## config.mk

```make
export PLATFORM = sky130hd
export DESIGN_NAME = eth_tx_framer
export DESIGN_NICKNAME = d
export VERILOG_FILES = /design/src/rtl/eth_tx_pkg.sv /design/src/rtl/eth_tx_crc.sv /design/src/rtl/eth_tx_seq.sv /design/src/rtl/eth_tx_framer.sv
export SDC_FILE = /design/constraint.sdc
export NUM_CORES = 1
export LEC_CHECK = 0
export BUFFER_PORTS_ARGS = -buffer_cell sky130_fd_sc_hd__buf_4
export CAP_MARGIN = 0
export CORE_MARGIN = 2
export CORE_UTILIZATION = 56
export CTS_CLUSTER_SIZE = 10
export DETAILED_ROUTE_END_ITERATION = 10
export MAX_ROUTING_LAYER = met4
export PLACE_DENSITY = 0.83
export SLEW_MARGIN = 25
export SYNTH_ARGS = -nofsm -noshare
export SYNTH_HDL_FRONTEND = slang
export SYNTH_SLANG_ARGS = --single-unit
```

## constraint.sdc

```tcl
create_clock -name clk -period 2 [get_ports clk]
set_input_delay 0.4 -clock clk [delete_from_list [all_inputs] [get_ports clk]]
set_output_delay 0.4 -clock clk [all_outputs]
set_load 0.02 [all_outputs]
```

## src/rtl/eth_tx_pkg.sv

```systemverilog
package eth_tx_pkg;

  typedef enum logic [2:0] {
    PH_IDLE,
    PH_PRE,
    PH_SFD,
    PH_PAY,
    PH_PAD,
    PH_FCS,
    PH_GAP
  } phase_t;

  localparam logic [7:0]  SYNC_BYTE  = 8'h55;
  localparam logic [7:0]  DELIM_BYTE = 8'hD5;
  localparam logic [31:0] CRC_SEED   = 32'hFFFF_FFFF;
  localparam logic [31:0] CRC_POLY_R = 32'hEDB8_8320;
  localparam int          FCS_BYTES  = 4;

  // one byte of the reflected CRC-32 shift, LSB first
  function automatic logic [31:0] crc_step(input logic [31:0] cur, input logic [7:0] din);
    logic [31:0] c;
    c = cur ^ {24'h0, din};
    for (int b = 0; b < 8; b++) begin
      if (c[0]) c = (c >> 1) ^ CRC_POLY_R;
      else      c = c >> 1;
    end
    return c;
  endfunction

endpackage

```

## src/rtl/eth_tx_crc.sv

```systemverilog
module eth_tx_crc
  import eth_tx_pkg::*;
(
  input  logic        clk,
  input  logic        rst,
  input  logic        clear,
  input  logic        en,
  input  logic [7:0]  din,
  output logic [31:0] crc_q
);

  always_ff @(posedge clk) begin
    if (rst || clear) begin
      crc_q <= CRC_SEED;
    end else if (en) begin
      crc_q <= crc_step(crc_q, din);
    end
  end

endmodule

```

## src/rtl/eth_tx_seq.sv

```systemverilog
module eth_tx_seq
  import eth_tx_pkg::*;
#(
  parameter int PRE_LEN = 6,
  parameter int MIN_LEN = 60,
  parameter int IFG_LEN = 12
) (
  input  logic        clk,
  input  logic        rst,
  input  logic [7:0]  s_data,
  input  logic        s_valid,
  input  logic        s_last,
  output logic        s_ready,
  input  logic [31:0] crc_q,
  output logic        crc_clear,
  output logic        crc_en,
  output logic [7:0]  crc_byte,
  output logic [7:0]  tx_data,
  output logic        tx_en
);

  localparam int CNT_MAX0 = (PRE_LEN > IFG_LEN) ? PRE_LEN : IFG_LEN;
  localparam int CNT_MAX  = (CNT_MAX0 > FCS_BYTES) ? CNT_MAX0 : FCS_BYTES;
  localparam int CNT_W    = $clog2(CNT_MAX + 1);
  localparam int LEN_W    = $clog2(MIN_LEN + 1);

  localparam logic [CNT_W-1:0] PRE_END = CNT_W'(PRE_LEN);
  localparam logic [CNT_W-1:0] FCS_END = CNT_W'(FCS_BYTES);
  localparam logic [CNT_W-1:0] GAP_END = CNT_W'((IFG_LEN > 0) ? IFG_LEN - 1 : 0);
  localparam logic [LEN_W-1:0] LEN_END = LEN_W'(MIN_LEN);

  phase_t           ph, ph_n;
  logic [CNT_W-1:0] cnt, cnt_n;
  logic [LEN_W-1:0] len, len_n;
  logic             last_q, last_n;
  logic [7:0]       byte_n;
  logic             en_n;
  logic [31:0]      fcs_shift;

  assign s_ready   = (ph == PH_SFD) || ((ph == PH_PAY) && !last_q);
  assign crc_clear = (ph == PH_PRE);
  assign fcs_shift = (~crc_q) >> {cnt, 3'b000};

  always_comb begin
    ph_n     = ph;
    cnt_n    = cnt;
    len_n    = len;
    last_n   = last_q;
    byte_n   = 8'h00;
    en_n     = 1'b1;
    crc_en   = 1'b0;
    crc_byte = 8'h00;
    case (ph)
      PH_IDLE: begin
        en_n = 1'b0;
        if (s_valid) begin
          ph_n   = PH_PRE;
          cnt_n  = CNT_W'(1);
          len_n  = '0;
          last_n = 1'b0;
          byte_n = SYNC_BYTE;
          en_n   = 1'b1;
        end
      end
      PH_PRE: begin
        if (cnt >= PRE_END) begin
          ph_n   = PH_SFD;
          byte_n = DELIM_BYTE;
        end else begin
          cnt_n  = cnt + CNT_W'(1);
          byte_n = SYNC_BYTE;
        end
      end
      PH_SFD, PH_PAY, PH_PAD: begin
        if (s_ready && s_valid) begin
          ph_n     = PH_PAY;
          byte_n   = s_data;
          crc_en   = 1'b1;
          crc_byte = s_data;
          last_n   = s_last;
          if (len != LEN_END) len_n = len + LEN_W'(1);
        end else if (len != LEN_END) begin
          ph_n     = PH_PAD;
          byte_n   = 8'h00;
          crc_en   = 1'b1;
          crc_byte = 8'h00;
          len_n    = len + LEN_W'(1);
        end else begin
          ph_n   = PH_FCS;
          cnt_n  = CNT_W'(1);
          byte_n = ~crc_q[7:0];
        end
      end
      PH_FCS: begin
        if (cnt >= FCS_END) begin
          ph_n  = PH_GAP;
          cnt_n = CNT_W'(1);
          en_n  = 1'b0;
        end else begin
          byte_n = fcs_shift[7:0];
          cnt_n  = cnt + CNT_W'(1);
        end
      end
      PH_GAP: begin
        en_n = 1'b0;
        if (cnt >= GAP_END) ph_n = PH_IDLE;
        else                cnt_n = cnt + CNT_W'(1);
      end
      default: begin
        ph_n = PH_IDLE;
        en_n = 1'b0;
      end
    endcase
  end

  always_ff @(posedge clk) begin
    if (rst) begin
      ph      <= PH_IDLE;
      cnt     <= '0;
      len     <= '0;
      last_q  <= 1'b0;
      tx_data <= 8'h00;
      tx_en   <= 1'b0;
    end else begin
      ph      <= ph_n;
      cnt     <= cnt_n;
      len     <= len_n;
      last_q  <= last_n;
      tx_data <= byte_n;
      tx_en   <= en_n;
    end
  end

endmodule

```

## src/rtl/eth_tx_framer.sv

```systemverilog
module eth_tx_framer #(
  parameter int PRE_LEN = 6,
  parameter int MIN_LEN = 60,
  parameter int IFG_LEN = 12
) (
  input  logic       clk,
  input  logic       rst,
  input  logic [7:0] s_data,
  input  logic       s_valid,
  input  logic       s_last,
  output logic       s_ready,
  output logic [7:0] tx_data,
  output logic       tx_en
);

  logic [31:0] crc_q;
  logic        crc_clear;
  logic        crc_en;
  logic [7:0]  crc_byte;

  eth_tx_seq #(
    .PRE_LEN(PRE_LEN),
    .MIN_LEN(MIN_LEN),
    .IFG_LEN(IFG_LEN)
  ) u_seq (
    .clk      (clk),
    .rst      (rst),
    .s_data   (s_data),
    .s_valid  (s_valid),
    .s_last   (s_last),
    .s_ready  (s_ready),
    .crc_q    (crc_q),
    .crc_clear(crc_clear),
    .crc_en   (crc_en),
    .crc_byte (crc_byte),
    .tx_data  (tx_data),
    .tx_en    (tx_en)
  );

  eth_tx_crc u_crc (
    .clk  (clk),
    .rst  (rst),
    .clear(crc_clear),
    .en   (crc_en),
    .din  (crc_byte),
    .crc_q(crc_q)
  );

endmodule

```

Word level (Yosys, flattened, before mapping)
Index checks and enable logic that the tools add are counted.
{ "word_totals": {"output_inout_bits": 10, "input_bits": 12, "ff_bits": 55, "word_cells": 111} }
{ "op_classes": {"bitwise_logic": 11, "add_sub_neg": 2, "magnitude_cmp": 3, "shift": 1, "n_reduce_logical": 14, "eq_ne": 17, "mux": 56} }
{ "op_table": {"columns": ["cell", "n"], "rows": [
  ["32-bit two-way mux", 22],
  ["13-bit NOT with 14-bit output", 8],
  ["8-bit two-way mux", 6],
  ["32-bit NOT", 1],
  ["8-bit case mux with 4 select lines", 1],
  ["32-bit by 7-bit right shift with 8-bit output", 1],
  ["32-bit by 8-bit XOR with 32-bit output", 1],
  ["4-bit two-way mux", 6],
  ["4-bit case mux with 5 select lines", 1],
  ["3-bit two-way mux", 5],
  ["3-bit case mux with 5 select lines", 1],
  ["6-bit two-way mux", 2],
  ["2-bit != test (second input constant)", 6],
  ["6-bit case mux with 2 select lines", 1],
  ["3-bit equality test (second input constant)", 3],
  ["4-bit by 3-bit greater-or-equal comparator with 1-bit output (second input constant)", 2],
  ["1-bit two-way mux", 8],
  ["2-bit by 1-bit != test with 1-bit output (second input constant)", 4],
  ["8-bit NOT", 1],
  ["7-bit two-way mux", 1],
  ["6-bit by 1-bit adder with 6-bit output (second input constant)", 1],
  ["3-bit by 2-bit equality test with 1-bit output (second input constant)", 2],
  ["6-bit != test (second input constant)", 1],
  ["3-bit AND reduction", 2],
  ["15 further kinds", 17]
]} }

Depth between registers and ports, before layout
Gate-level depths: netlist of the first run.
{ "logic_depth": {"word_depth": 37, "ltp_mapped": 9, "ltp_nobuf": 8} }

Cells and area by module
From an unflattened synthesis of the first run, not the netlist that was laid out.
{ "hier_totals": {"hier_cells": 378, "hier_area_um2": 3442.1} }
{ "modules_own_cells": {"columns": ["module", "seq_area_each_um2", "cells_each", "area_per_inst_um2", "instances"], "rows": [
  ["eth_tx_crc", 640.6, 196, 1860.5, 1],
  ["eth_tx_seq", 460.4, 182, 1581.5, 1]
]} }

Worst setup path after synthesis of the first run
Ideal clock, no wire load.
{ "synth_timing": {"path_kind": "input port to flip-flop", "from": "input port s_data[3]", "to": "register u_crc.crc_q[19]", "path_slack_ns": 0.062, "required_time_ns": 1.878, "stages": 7, "setup_ns": 0.122, "path_buffers": 1, "arrival_ns": 1.816, "cell_sequence": "buf_2 xnor3_1 nor3_1 xnor2_1 xnor3_1 nand3b_1 o311a_1"} }
{ "synth_between": {"elab_chain_cells": 28} }
{ "synth_rtl": {"columns": ["item", "line_no", "text"], "rows": [
  ["start, declared", "eth_tx_framer.sv:8", "input logic [7:0] s_data,"],
  ["8-bit two-way mux (*)", "eth_tx_seq.sv:75", "if (s_ready && s_valid) begin"],
  ["8-bit two-way mux (*)", "eth_tx_seq.sv:53", "case (ph)"],
  ["32-bit by 8-bit XOR with 32-bit output (*)", "eth_tx_pkg.sv:22", "c = cur ^ {24'h0, din};"],
  ["32-bit two-way mux (*)", "eth_tx_pkg.sv:24", "if (c[0]) c = (c >> 1) ^ CRC_POLY_R;"],
  ["32-bit two-way mux (*)", "eth_tx_crc.sv:15", "end else if (en) begin"],
  ["32-bit two-way mux (*)", "eth_tx_crc.sv:13", "if (rst || clear) begin"],
  ["32-bit two-way mux (*)", "eth_tx_pkg.sv:24", null],
  ["32-bit two-way mux (*)", "eth_tx_crc.sv:15", null],
  ["[... 12 more ...]", null, null],
  ["32-bit two-way mux (*)", "eth_tx_crc.sv:15", null],
  ["32-bit two-way mux (*)", "eth_tx_crc.sv:13", null],
  ["13-bit NOT with 14-bit output (no line)", null, null],
  ["32-bit two-way mux (*)", "eth_tx_pkg.sv:24", null],
  ["32-bit two-way mux (*)", "eth_tx_crc.sv:15", null],
  ["32-bit two-way mux (*)", "eth_tx_crc.sv:13", null],
  ["13-bit NOT with 14-bit output (no line)", null, null],
  ["32-bit two-way mux (*)", "eth_tx_pkg.sv:24", null],
  ["end signal, assigned", "eth_tx_crc.sv:16", "crc_q <= crc_step(crc_q, din);"],
  ["end, declared", "eth_tx_crc.sv:9", "output logic [31:0] crc_q"]
]} }
Mark *: on every way between the ends. The rest lies on a longest branch, timed or not. The select of a mux whose other input is x is not followed.
A chain may end at the register's enable or synchronous reset.

Worst setup path after layout of the first run
{ "layout_timing": {"from": "register u_seq.ph[0]", "to": "register u_crc.crc_q[19]"} }
{ "layout_between": {"elab_chain_cells": 34, "word_cells_on_any_way": 43, "classes_between": "eq/ne: 4; mux: 26; bitwise: 8; reduce/logical: 5"} }
{ "layout_rtl": {"columns": ["item", "line_no", "text"], "rows": [
  ["start, declared", "eth_tx_seq.sv:32", "phase_t ph, ph_n;"],
  ["start signal, assigned", "eth_tx_seq.sv:125", "ph <= ph_n;"],
  ["3-bit by 2-bit equality test with 1-bit output", "eth_tx_seq.sv:40, eth_tx_seq.sv:53", null],
  ["1-bit logical AND", "eth_tx_seq.sv:40", "assign s_ready = (ph == PH_SFD) || ((ph == PH_PAY) && !last_q);"],
  ["1-bit logical OR", "eth_tx_seq.sv:40", null],
  ["1-bit logical AND", "eth_tx_seq.sv:75", null],
  ["8-bit two-way mux", "eth_tx_seq.sv:75", null],
  ["8-bit two-way mux", "eth_tx_seq.sv:53", null],
  ["32-bit by 8-bit XOR with 32-bit output", "eth_tx_pkg.sv:22", null],
  ["32-bit two-way mux", "eth_tx_pkg.sv:24", null],
  ["[... 18 more ...]", null, null],
  ["32-bit two-way mux", "eth_tx_crc.sv:15", null],
  ["32-bit two-way mux", "eth_tx_crc.sv:13", null],
  ["13-bit NOT with 14-bit output (no line)", null, null],
  ["32-bit two-way mux", "eth_tx_pkg.sv:24", null],
  ["32-bit two-way mux", "eth_tx_crc.sv:15", null],
  ["32-bit two-way mux", "eth_tx_crc.sv:13", null],
  ["13-bit NOT with 14-bit output (no line)", null, null],
  ["32-bit two-way mux", "eth_tx_pkg.sv:24", null]
]} }
Parallel ways exist; a longest one is shown, timed or not. The select of a mux whose other input is x is not followed.

==> results of run 1 <==
-- cell usage after synthesis, drive strengths merged --
| cell | n |
|---|---|
| a21o | 2 |
| buf | 25 |
| a21boi | 1 |
| or2 | 1 |
| nand3 | 14 |
| nand4b | 1 |
| nor2 | 40 |
| clkbuf | 7 |
| ha | 3 |
| o221a | 5 |
| o21a | 2 |
| nand2 | 41 |
| a21oi | 22 |
| a2111oi | 1 |
| inv | 3 |
| mux4 | 8 |
| o21ai | 11 |
| dfxtp | 55 |
| a21bo | 2 |
| nor4 | 1 |
| nor3 | 10 |
| nor3b | 3 |
| xnor2 | 83 |
| mux2 | 1 |
| nor2b | 5 |
| xor2 | 27 |
| and3 | 4 |
| a211oi | 1 |
| o311a | 1 |
| or3b | 1 |
| o211ai | 24 |
| xnor3 | 4 |
| o21bai | 1 |
| or3 | 2 |
| nand2b | 4 |
| mux2i | 1 |
| nand3b | 2 |
| nand4 | 1 |
| a31oi | 2 |
| a32oi | 1 |
| o2111ai | 3 |
| a41oi | 1 |
-- per-stage QoR --
step	TNS, ns	setup WS, ns	cells	instance area [um2]	hold slack [ns]
floorplan	0	0.0624	427	3890	0.467
global placement	-0.0228	-0.0228	536	4300	0.485
detailed placement	-0.0871	-0.0871	536	4300	0.510
CTS	0	0.0333	544	4430	0.339
global route	0	0.00185	546	4450	0.359
finish	0	0.0442	546	4450	0.350
-- registers in the layout, summed over array words and instances, names as in the netlist --
register / cells
u_seq.cnt: 4
u_seq.tx_en: 1
u_seq.ph: 3
u_seq.len: 6
u_seq.last_q: 1
u_crc.crc_q: 32
u_seq.tx_data: 8
-- area by class of cell --
class / instances / area [um2]
fillers: 501 / 2300
clock buffers: 6 / 72.6
inverters: 3 / 11.3
clock inverters: 2 / 60.1
well taps: 80 / 100
multi-input cells: 337 / 2620
repair buffers: 63 / 485
flip-flops and latches: 55 / 1100
-- layer usage --
metal	vias up	part of all wire, %
li1	1548	-
met3	27	6.5
met4	0	2.7
met2	150	47
met5	-	0
met1	1591	43
-- path summary, 6_finish.rpt --
check	slack [ns]	depth (start not counted)	end	start
max	0.04	6	u_crc.crc_q[19]$_SDFFE_PP1P_	u_seq.ph[0]$_SDFFE_PP0P_
min	0.35	2	u_seq.cnt[2]$_SDFFE_PP0P_	rst
max reg2reg	0.04	6	u_crc.crc_q[19]$_SDFFE_PP1P_	u_seq.ph[0]$_SDFFE_PP0P_
min reg2reg	0.52	2	u_crc.crc_q[15]$_SDFFE_PP1P_	u_crc.crc_q[15]$_SDFFE_PP1P_
-- repair_timing --
| action | 4_1_cts | 5_1_grt |
|---|---|---|
| endpoints found under the setup margin | 0 | 12 |
| gates resized for setup | 0 | 3 |
| buffers inserted | 0 | 2 |
-- worst max-delay path: stages, from the launching register on --
cell,delay (ns)
dfxtp_1,0.40
a21bo_2,0.29
nor3_1,0.33
xnor2_1,0.22
xnor3_1,0.30
nand3b_1,0.18
o311a_1,0.13
-- kinds of logic (layout without fill, tap and decap cells) --
| logic type | after synthesis | count (layout) |
|---|---|---|
| AND/OR/NAND/NOR | 130 | 130 |
| XOR/XNOR | 114 | 114 |
| AO/OA/AOI/OAI | 80 | 80 |
| flip-flops | 55 | 55 |
| buffers and inverters | 35 | 74 |
| multiplexers | 10 | 10 |
| adder cells (fa/ha/maj) | 3 | 3 |
-- power by group through the flow --
stage / clock network [W] / logic [W] / registers [W]
after detailed placement: 0 / 0.00225 / 0.00140
after global placement: 0 / 0.00216 / 0.00139
after global routing: 0.000917 / 0.00248 / 0.00140
after CTS: 0.000879 / 0.00227 / 0.00138
after floorplan: 0 / 0.00170 / 0.00136
final: 0.000870 / 0.00232 / 0.00138
==> impl_metrics.ini, run 1 <==
[yosys]
synth-adder-area-share_pct = 0.964
synth_area_leaders = dfxtp_1, xnor2_1, xor2_1
ys_warn_count = 0
synth-compound-area-share_pct = 15.2
ys_seq_area_share_pct = 28.3
synth_fp_nets = 442
synthSimpleGateAreaFrac_pct = 16.0
synth_top_family_by_area = XOR/XNOR gates
synth_seq_cells = 55
synth.cell_area_um2 = 3890
synth_xor_area_share_pct = 29.8
yosysUniqueCellTypes = 56
synth_top_area_share_pct = 28.3
muxShareOfSynthArea_pct = 5.17
avgSynthCellArea_um2 = 9.12
synthCells = 427
synth_top_area_cell = dfxtp_1

[grt]
grt_usage_pct = 28.9
met1_usage_pct = 36.3
grt_pass1_vias = 3346
grt-ovfl-total = 0
grt_pass1_wl_mm = 16.5
antenna_found_initial = 0
grt_start_max_net_pins = 39
use_met2_pct = 45.6
use_met3_pct = 5.21
busiest_layer = met2

[sta]
fin_crit_sh_pct = 97.8
hold_violations = 0
rsz0062_at_grt = false
fin_skew_ns = 0.00559
max-slew-margin-rel_pct = 69.1
period_needed_ns = 1.96
finalSetupViolCount = 0
max_slew.worst_pin.slew_ns = 0.458
max_freq_mhz = 511
slew_viol_final = 0

[cells_and_area]
mostFrequentLayoutCell = xnor2_1
area_delta_synth_final_pct = 14.4
diodes = 0
final_cell_mix = xnor2_1, buf_4, dfxtp_1
finalNetCount = 480
drive_gt1_share_pct = 22.5
final_util_pct = 65.9

[power]
power_density_nw_per_um2 = 1030
p_int_w = 0.00286
switching_power_w = 0.00171
pwr-share-seq_pct = 30.2
power_frac_clock_pct = 19.0
ir_worst_vdd_mv = 0.467
p_total_w = 0.00458
p_sw_share_pct = 37.5
pwr-share-comb_pct = 50.7
leakagePower_nw = 1.70

[detailed_routing]
vias_per_cell = 6.07
drc = 0
first_pass_iters = 5
postRouteAntennaNets = 0
routed_wl_mm = 10.3
num_vias = 3316
drt_iter0_markers = 283
wl_per_cell_um = 18.8

[clocking]
ctsRootBufferMaster = clkbuf_8
htree_levels = 2
clkSinkCount = 55
clock_latency_ns = 0.32
cts_tree = yes
clockBufferDepth = 2
cts_hold_buf = 0
cts_buffers = 5
clk_pin_slew_ns = 0.10

[die]
die_x_um = 87.4
initial_core_util_pct = 57.6
die_area_um2 = 7640
core_um2 = 6760
ioPinCount = 22
num_rows = 30
die-height_um = 87.4

[hold_path]
hold_path.class = primary input to register

[setup_path]
crit_required_ns = 2.21
crit_type = register to register
cp-start-kind = register
arrival_ns = 2.17
cp_max_fo = 6
crit_path_end_kind = register

[job]
drv_cap = 0

[place]
gp_congestion = 0.936
hpwlAfterDp_mm = 7.59
port_buffers = 21

[status]
status = finished, final reports clean
Power figures use the tool's default switching activity.
==> inputs of run 2 (changes only) <==
--- a/config.mk
+++ b/config.mk
@@ -11,7 +11,6 @@
 export CORE_UTILIZATION = 56
 export CTS_CLUSTER_SIZE = 10
 export DETAILED_ROUTE_END_ITERATION = 10
-export MAX_ROUTING_LAYER = met4
 export PLACE_DENSITY = 0.83
 export SLEW_MARGIN = 25
 export SYNTH_ARGS = -nofsm -noshare
==> impl_metrics.ini, run 2 (synthesis results as in run 1) <==
[status]
status = complete, but fails checks
violations = setup timing

[clocking]
cts_buffers = 5
clkSinkCount = 55
clock_latency_ns = 0.31
htree_levels = 2
cts_tree = yes
cts_hold_buf = 0
clk_pin_slew_ns = 0.09
clockBufferDepth = 2
ctsRootBufferMaster = clkbuf_8

[grt]
grt_pass1_vias = 3190
grt-ovfl-total = 0
grt_usage_pct = 27.3
antenna_found_initial = 0
grt_start_max_net_pins = 39
grt_pass1_wl_mm = 16.2

[setup_path]
arrival_ns = 2.29
cp_max_fo = 6
crit_required_ns = 2.19
cp-start-kind = register
crit_path_end_kind = register
crit_type = register to register

[die]
die_x_um = 87.4
core_um2 = 6760
ioPinCount = 22
die_area_um2 = 7640
die-height_um = 87.4
initial_core_util_pct = 57.6
num_rows = 30

[detailed_routing]
postRouteAntennaNets = 0
drt_iter0_markers = 372
routed_wl_mm = 10.7
drc = 0
vias_per_cell = 6.16
wl_per_cell_um = 19.3
num_vias = 3415
first_pass_iters = 5

[sta]
slew_viol_final = 0
hold_violations = 0
finalSetupViolCount = 1
fin_ws_ns = -0.0928
period_needed_ns = 2.09
holdWs_ns = 0.372
fin_crit_sh_pct = 105
rsz0062_at_grt = true
fin_setup_tns_ns = -0.0928
max_slew.worst_pin.slew_ns = 0.552
max-slew-margin-rel_pct = 63.2
max_freq_mhz = 478
fin_skew_ns = 0.0145

[cells_and_area]
fill_cells = 489
mostFrequentLayoutCell = xnor2_1
largest_register_ffs = 32
final_cells = 554
area_delta_synth_final_pct = 17.9
finalNetCount = 488
reg_top3 = u_crc.crc_q (32), u_seq.tx_data (8), u_seq.len (6)
final_cell_mix = xnor2_1, buf_4, dfxtp_1
diodes = 0
regMostFlops = u_crc.crc_q
drive_gt1_share_pct = 25.9

[hold_path]
hold_path.class = primary input to register

[power]
pwr-share-comb_pct = 54.4
p_int_w = 0.00275
ir_worst_vdd_mv = 0.400
leakagePower_nw = 1.76
p_sw_share_pct = 39.0
pwr-share-seq_pct = 30.8
switching_power_w = 0.00176
power_density_nw_per_um2 = 981
power_frac_clock_pct = 14.9

[place]
gp_congestion = 0.935
hpwlAfterDp_mm = 7.56
place_ws_ns = -0.0118
port_buffers = 21
dp.cells = 540

[job]
drv_cap = 0
==> run 2: changes by cell type in the layout (fill, tap and decap cells not counted), moves of 2 or more <==
cell | previous run | this run
buf_4 | 62 | 68
xor2_1 | 24 | 19
xor2_2 | 2 | 7
a21oi_2 | 3 | 1
a21oi_4 | 0 | 2
and3_1 | 4 | 2
and3_2 | 0 | 2
buf_12 | 1 | 3
bufinv_16 | 2 | 0
clkbuf_8 | 5 | 7
==> run 2: worst max-delay path, cell delays in order, from the launching register on <==
cell and delay, ns:
dfxtp_1 0.68, xor2_4 0.23, xnor2_1 0.11, xnor2_1 0.33
xnor3_1 0.31, nand3b_1 0.18, o311a_1 0.14
==> run 2: routing by layer <==
| layer | up-vias | track usage (%) | wire length (um) |
|---|---|---|---|
| met5 | - | 0 | 0 |
| met4 | 0 | 9.51 | 266 |
| met3 | 30 | 3.41 | 855 |
| met2 | 221 | 43.9 | 5130 |
| met1 | 1615 | 37.7 | 4410 |
| li1 | 1549 | - | - |
==> run 2: worst paths after layout <==
| path | start | slack, ns | depth (start not counted) | end |
|---|---|---|---|---|
| worst min register to register | u_crc.crc_q[27]$_SDFFE_PP1P_ | 0.51 | 2 | u_crc.crc_q[27]$_SDFFE_PP1P_ |
| worst min-delay path | rst | 0.37 | 2 | u_seq.last_q$_SDFFE_PP0P_ |
| worst max register to register | u_crc.crc_q[2]$_SDFFE_PP1P_ | -0.09 | 6 | u_crc.crc_q[19]$_SDFFE_PP1P_ |
| worst max-delay path | u_crc.crc_q[2]$_SDFFE_PP1P_ | -0.09 | 6 | u_crc.crc_q[19]$_SDFFE_PP1P_ |
==> run 2: through the flow <==
stage               util (%)  total power [W]  instance area, um2
global placement        64.1          0.00357                4330
floorplan                  -          0.00306                3890
CTS                     65.6          0.00432                4440
detailed placement      64.1          0.00365                4330
global route            67.9          0.00474                4590
finish                  67.9          0.00450                4590
==> run 2: area by class of cell <==
class / instances / area (um2) / area share, %
Multi-Input combinational cell: 337 / 2710 / 58.9
Sequential cell: 55 / 1100 / 24.0
Timing Repair Buffer: 71 / 571 / 12.4
Clock buffer: 8 / 100 / 2.18
Tap cell: 80 / 100 / 2.18
Inverter: 3 / 11.3 / 0.245
==> run 2: power by group through the flow <==
| stage | combinational (W) | clock (W) | sequential (W) |
|---|---|---|---|
| 2_1_floorplan | 0.00170 | 0 | 0.00136 |
| 3_3_place_gp | 0.00218 | 0 | 0.00139 |
| 3_5_place_dp | 0.00224 | 0 | 0.00140 |
| 4_1_cts | 0.00227 | 0.000676 | 0.00138 |
| 5_1_grt | 0.00261 | 0.000720 | 0.00140 |
| 6_report | 0.00245 | 0.000669 | 0.00139 |
==> run 2: what timing repair did <==
action / 4_1_cts / 5_1_grt
setup endpoints to repair: 1 / 28
endpoints found under the hold margin: 0 / 0
buffers inserted: 0 / 6
pin swaps: 0 / 5
gates resized for setup: 1 / 17
==> inputs of run 3 (changes only) <==
--- a/config.mk
+++ b/config.mk
@@ -8,10 +8,11 @@
 export BUFFER_PORTS_ARGS = -buffer_cell sky130_fd_sc_hd__buf_4
 export CAP_MARGIN = 0
 export CORE_MARGIN = 2
-export CORE_UTILIZATION = 56
+export CORE_UTILIZATION = 58
+export CTS_BUF_LIST = sky130_fd_sc_hd__clkbuf_8
 export CTS_CLUSTER_SIZE = 10
 export DETAILED_ROUTE_END_ITERATION = 10
-export PLACE_DENSITY = 0.83
+export PLACE_DENSITY = 0.85
 export SLEW_MARGIN = 25
 export SYNTH_ARGS = -nofsm -noshare
 export SYNTH_HDL_FRONTEND = slang
==> impl_metrics.ini, run 3 (synthesis results as in run 1) <==
[status]
status = finished, final reports clean

[grt]
grt_pass1_vias = 3100
grt_usage_pct = 28.1
grt-ovfl-total = 0
grt_pass1_wl_mm = 16.1
antenna_found_initial = 0
grt_start_max_net_pins = 28

[cells_and_area]
final_cells = 542
area_delta_synth_final_pct = 13.8
drive_gt1_share_pct = 23.9
regArea_um2 = 1110
finalNetCount = 479
reg_top3 = u_crc.crc_q (32), u_seq.tx_data (8), u_seq.len (6)
final_cell_mix = xnor2_1, buf_4, dfxtp_1
regMostFlops = u_crc.crc_q
multi_input_area_um2 = 2660
mostFrequentLayoutCell = xnor2_1
fill_cells = 453
largest_register_ffs = 32
diodes = 0

[power]
p_sw_share_pct = 39.4
power_density_nw_per_um2 = 973
pwr-share-seq_pct = 32.4
pwr-share-comb_pct = 52.4
power_frac_clock_pct = 15.3
p_int_w = 0.00262
p_total_w = 0.00432
switching_power_w = 0.00170
leakagePower_nw = 1.68
ir_worst_vdd_mv = 0.435

[clocking]
cts_buffers = 5
clkSinkCount = 55
clk_pin_slew_ns = 0.10
clock_latency_ns = 0.32
htree_levels = 2
cts_hold_buf = 0
cts_tree = yes
ctsRootBufferMaster = clkbuf_8
clockBufferDepth = 2

[setup_path]
crit_type = register to register
crit_path_end_kind = register
cp_max_fo = 8
crit_required_ns = 2.23
cp-startpoint = u_seq.len[0]$_SDFFE_PP0P_
arrival_ns = 2.16
cp-start-kind = register
r2r_start = u_seq.len[0]$_SDFFE_PP0P_

[hold_path]
min-delay-start = rst
hold_path.class = primary input to register

[sta]
hold_violations = 0
fin_crit_sh_pct = 96.3
period_needed_ns = 1.93
fin_ws_ns = 0.0740
max_freq_mhz = 519
rsz0062_at_grt = true
slew_viol_final = 0
max_slew.worst_pin.slew_ns = 0.489
finalSetupViolCount = 0
holdWs_ns = 0.340
max-slew-margin-rel_pct = 67.2
fin_skew_ns = 0.00912

[detailed_routing]
num_vias = 3309
postRouteAntennaNets = 0
wl_per_cell_um = 18.5
drt_iter0_markers = 310
routed_wl_mm = 10.0
drc = 0
vias_per_cell = 6.11
first_pass_iters = 5

[die]
num_rows = 29
die_x_um = 86.0
initial_core_util_pct = 60.6
core_um2 = 6420
die-height_um = 86.0
ioPinCount = 22
die_area_um2 = 7390

[place]
dp.cells = 532
port_buffers = 21
place_ws_ns = 0.0142
hpwlAfterDp_mm = 7.33
gp_congestion = 0.982

[job]
drv_cap = 0
[run 3: changes by cell type in the layout (fill, tap and decap cells not counted), moves of 3 or more]
cell and change:
buf_12 -3, buf_4 -7, dfxtp_1 -3, dfxtp_2 +3, xor2_1 +4, xor2_2 -4
[run 3: stage by stage]
| stage | utilization, % | TNS, ns | instance area [um2] |
|---|---|---|---|
| after floorplan | - | 0 | 3890 |
| after global placement | 66.5 | 0 | 4270 |
| after detailed placement | 66.5 | 0 | 4270 |
| after CTS | 68.1 | 0 | 4370 |
| after global routing | 69.0 | -0.0510 | 4430 |
| final | 69.0 | 0 | 4430 |
[run 3: worst paths after layout]
path,end,slack (ns),depth (start not counted)
max reg2reg,u_seq.cnt[3]$_SDFFE_PP0P_,0.07,9
min reg2reg,u_seq.len[1]$_SDFFE_PP0P_,0.49,2
min,u_seq.len[1]$_SDFFE_PP0P_,0.34,2
max,u_seq.cnt[3]$_SDFFE_PP0P_,0.07,9
[run 3: per-layer routing]
metal / share of wire (%) / vias to the layer above / routed length (um) / GRT usage, %
met2: 48 / 187 / 4820 / 45.8
li1: - / 1535 / - / -
met3: 7.9 / 33 / 793 / 5.68
met4: 3.5 / 0 / 353 / 11.1
met1: 41 / 1554 / 4060 / 36.5
met5: 0 / - / 0 / 0
[run 3: area by class of cell]
cell class / count / share of cell area [%]
clock buffers: 6 / 1.86
clock inverters: 2 / 0.282
inverters: 3 / 0.254
multi-input cells: 337 / 59.9
flip-flops and latches: 55 / 25.0
well taps: 77 / 2.17
repair buffers: 62 / 10.6
[run 3: what timing repair did]
action / 4_1_cts / 5_1_grt
setup endpoints to repair: 1 / 25
gates resized for setup: 1 / 13
pin swaps: 0 / 2
buffers inserted: 0 / 2
[run 3: power groups by stage]
stage	Sequential, W	Clock (W)	Combinational [W]
floorplan	0.00136	0	0.00170
global placement	0.00140	0	0.00211
detailed placement	0.00141	0	0.00216
CTS	0.00139	0.000670	0.00219
global route	0.00141	0.000715	0.00244
finish	0.00140	0.000659	0.00226
[run 3: critical path, cell delays in order (launching register included)]
cell	delay (ns)
dfxtp_2	0.35
inv_1	0.08
ha_1	0.18
nand2_1	0.11
nor2_4	0.15
a21oi_2	0.10
a2111oi_4	0.31
buf_4	0.20
a41oi_1	0.12
a211oi_1	0.23
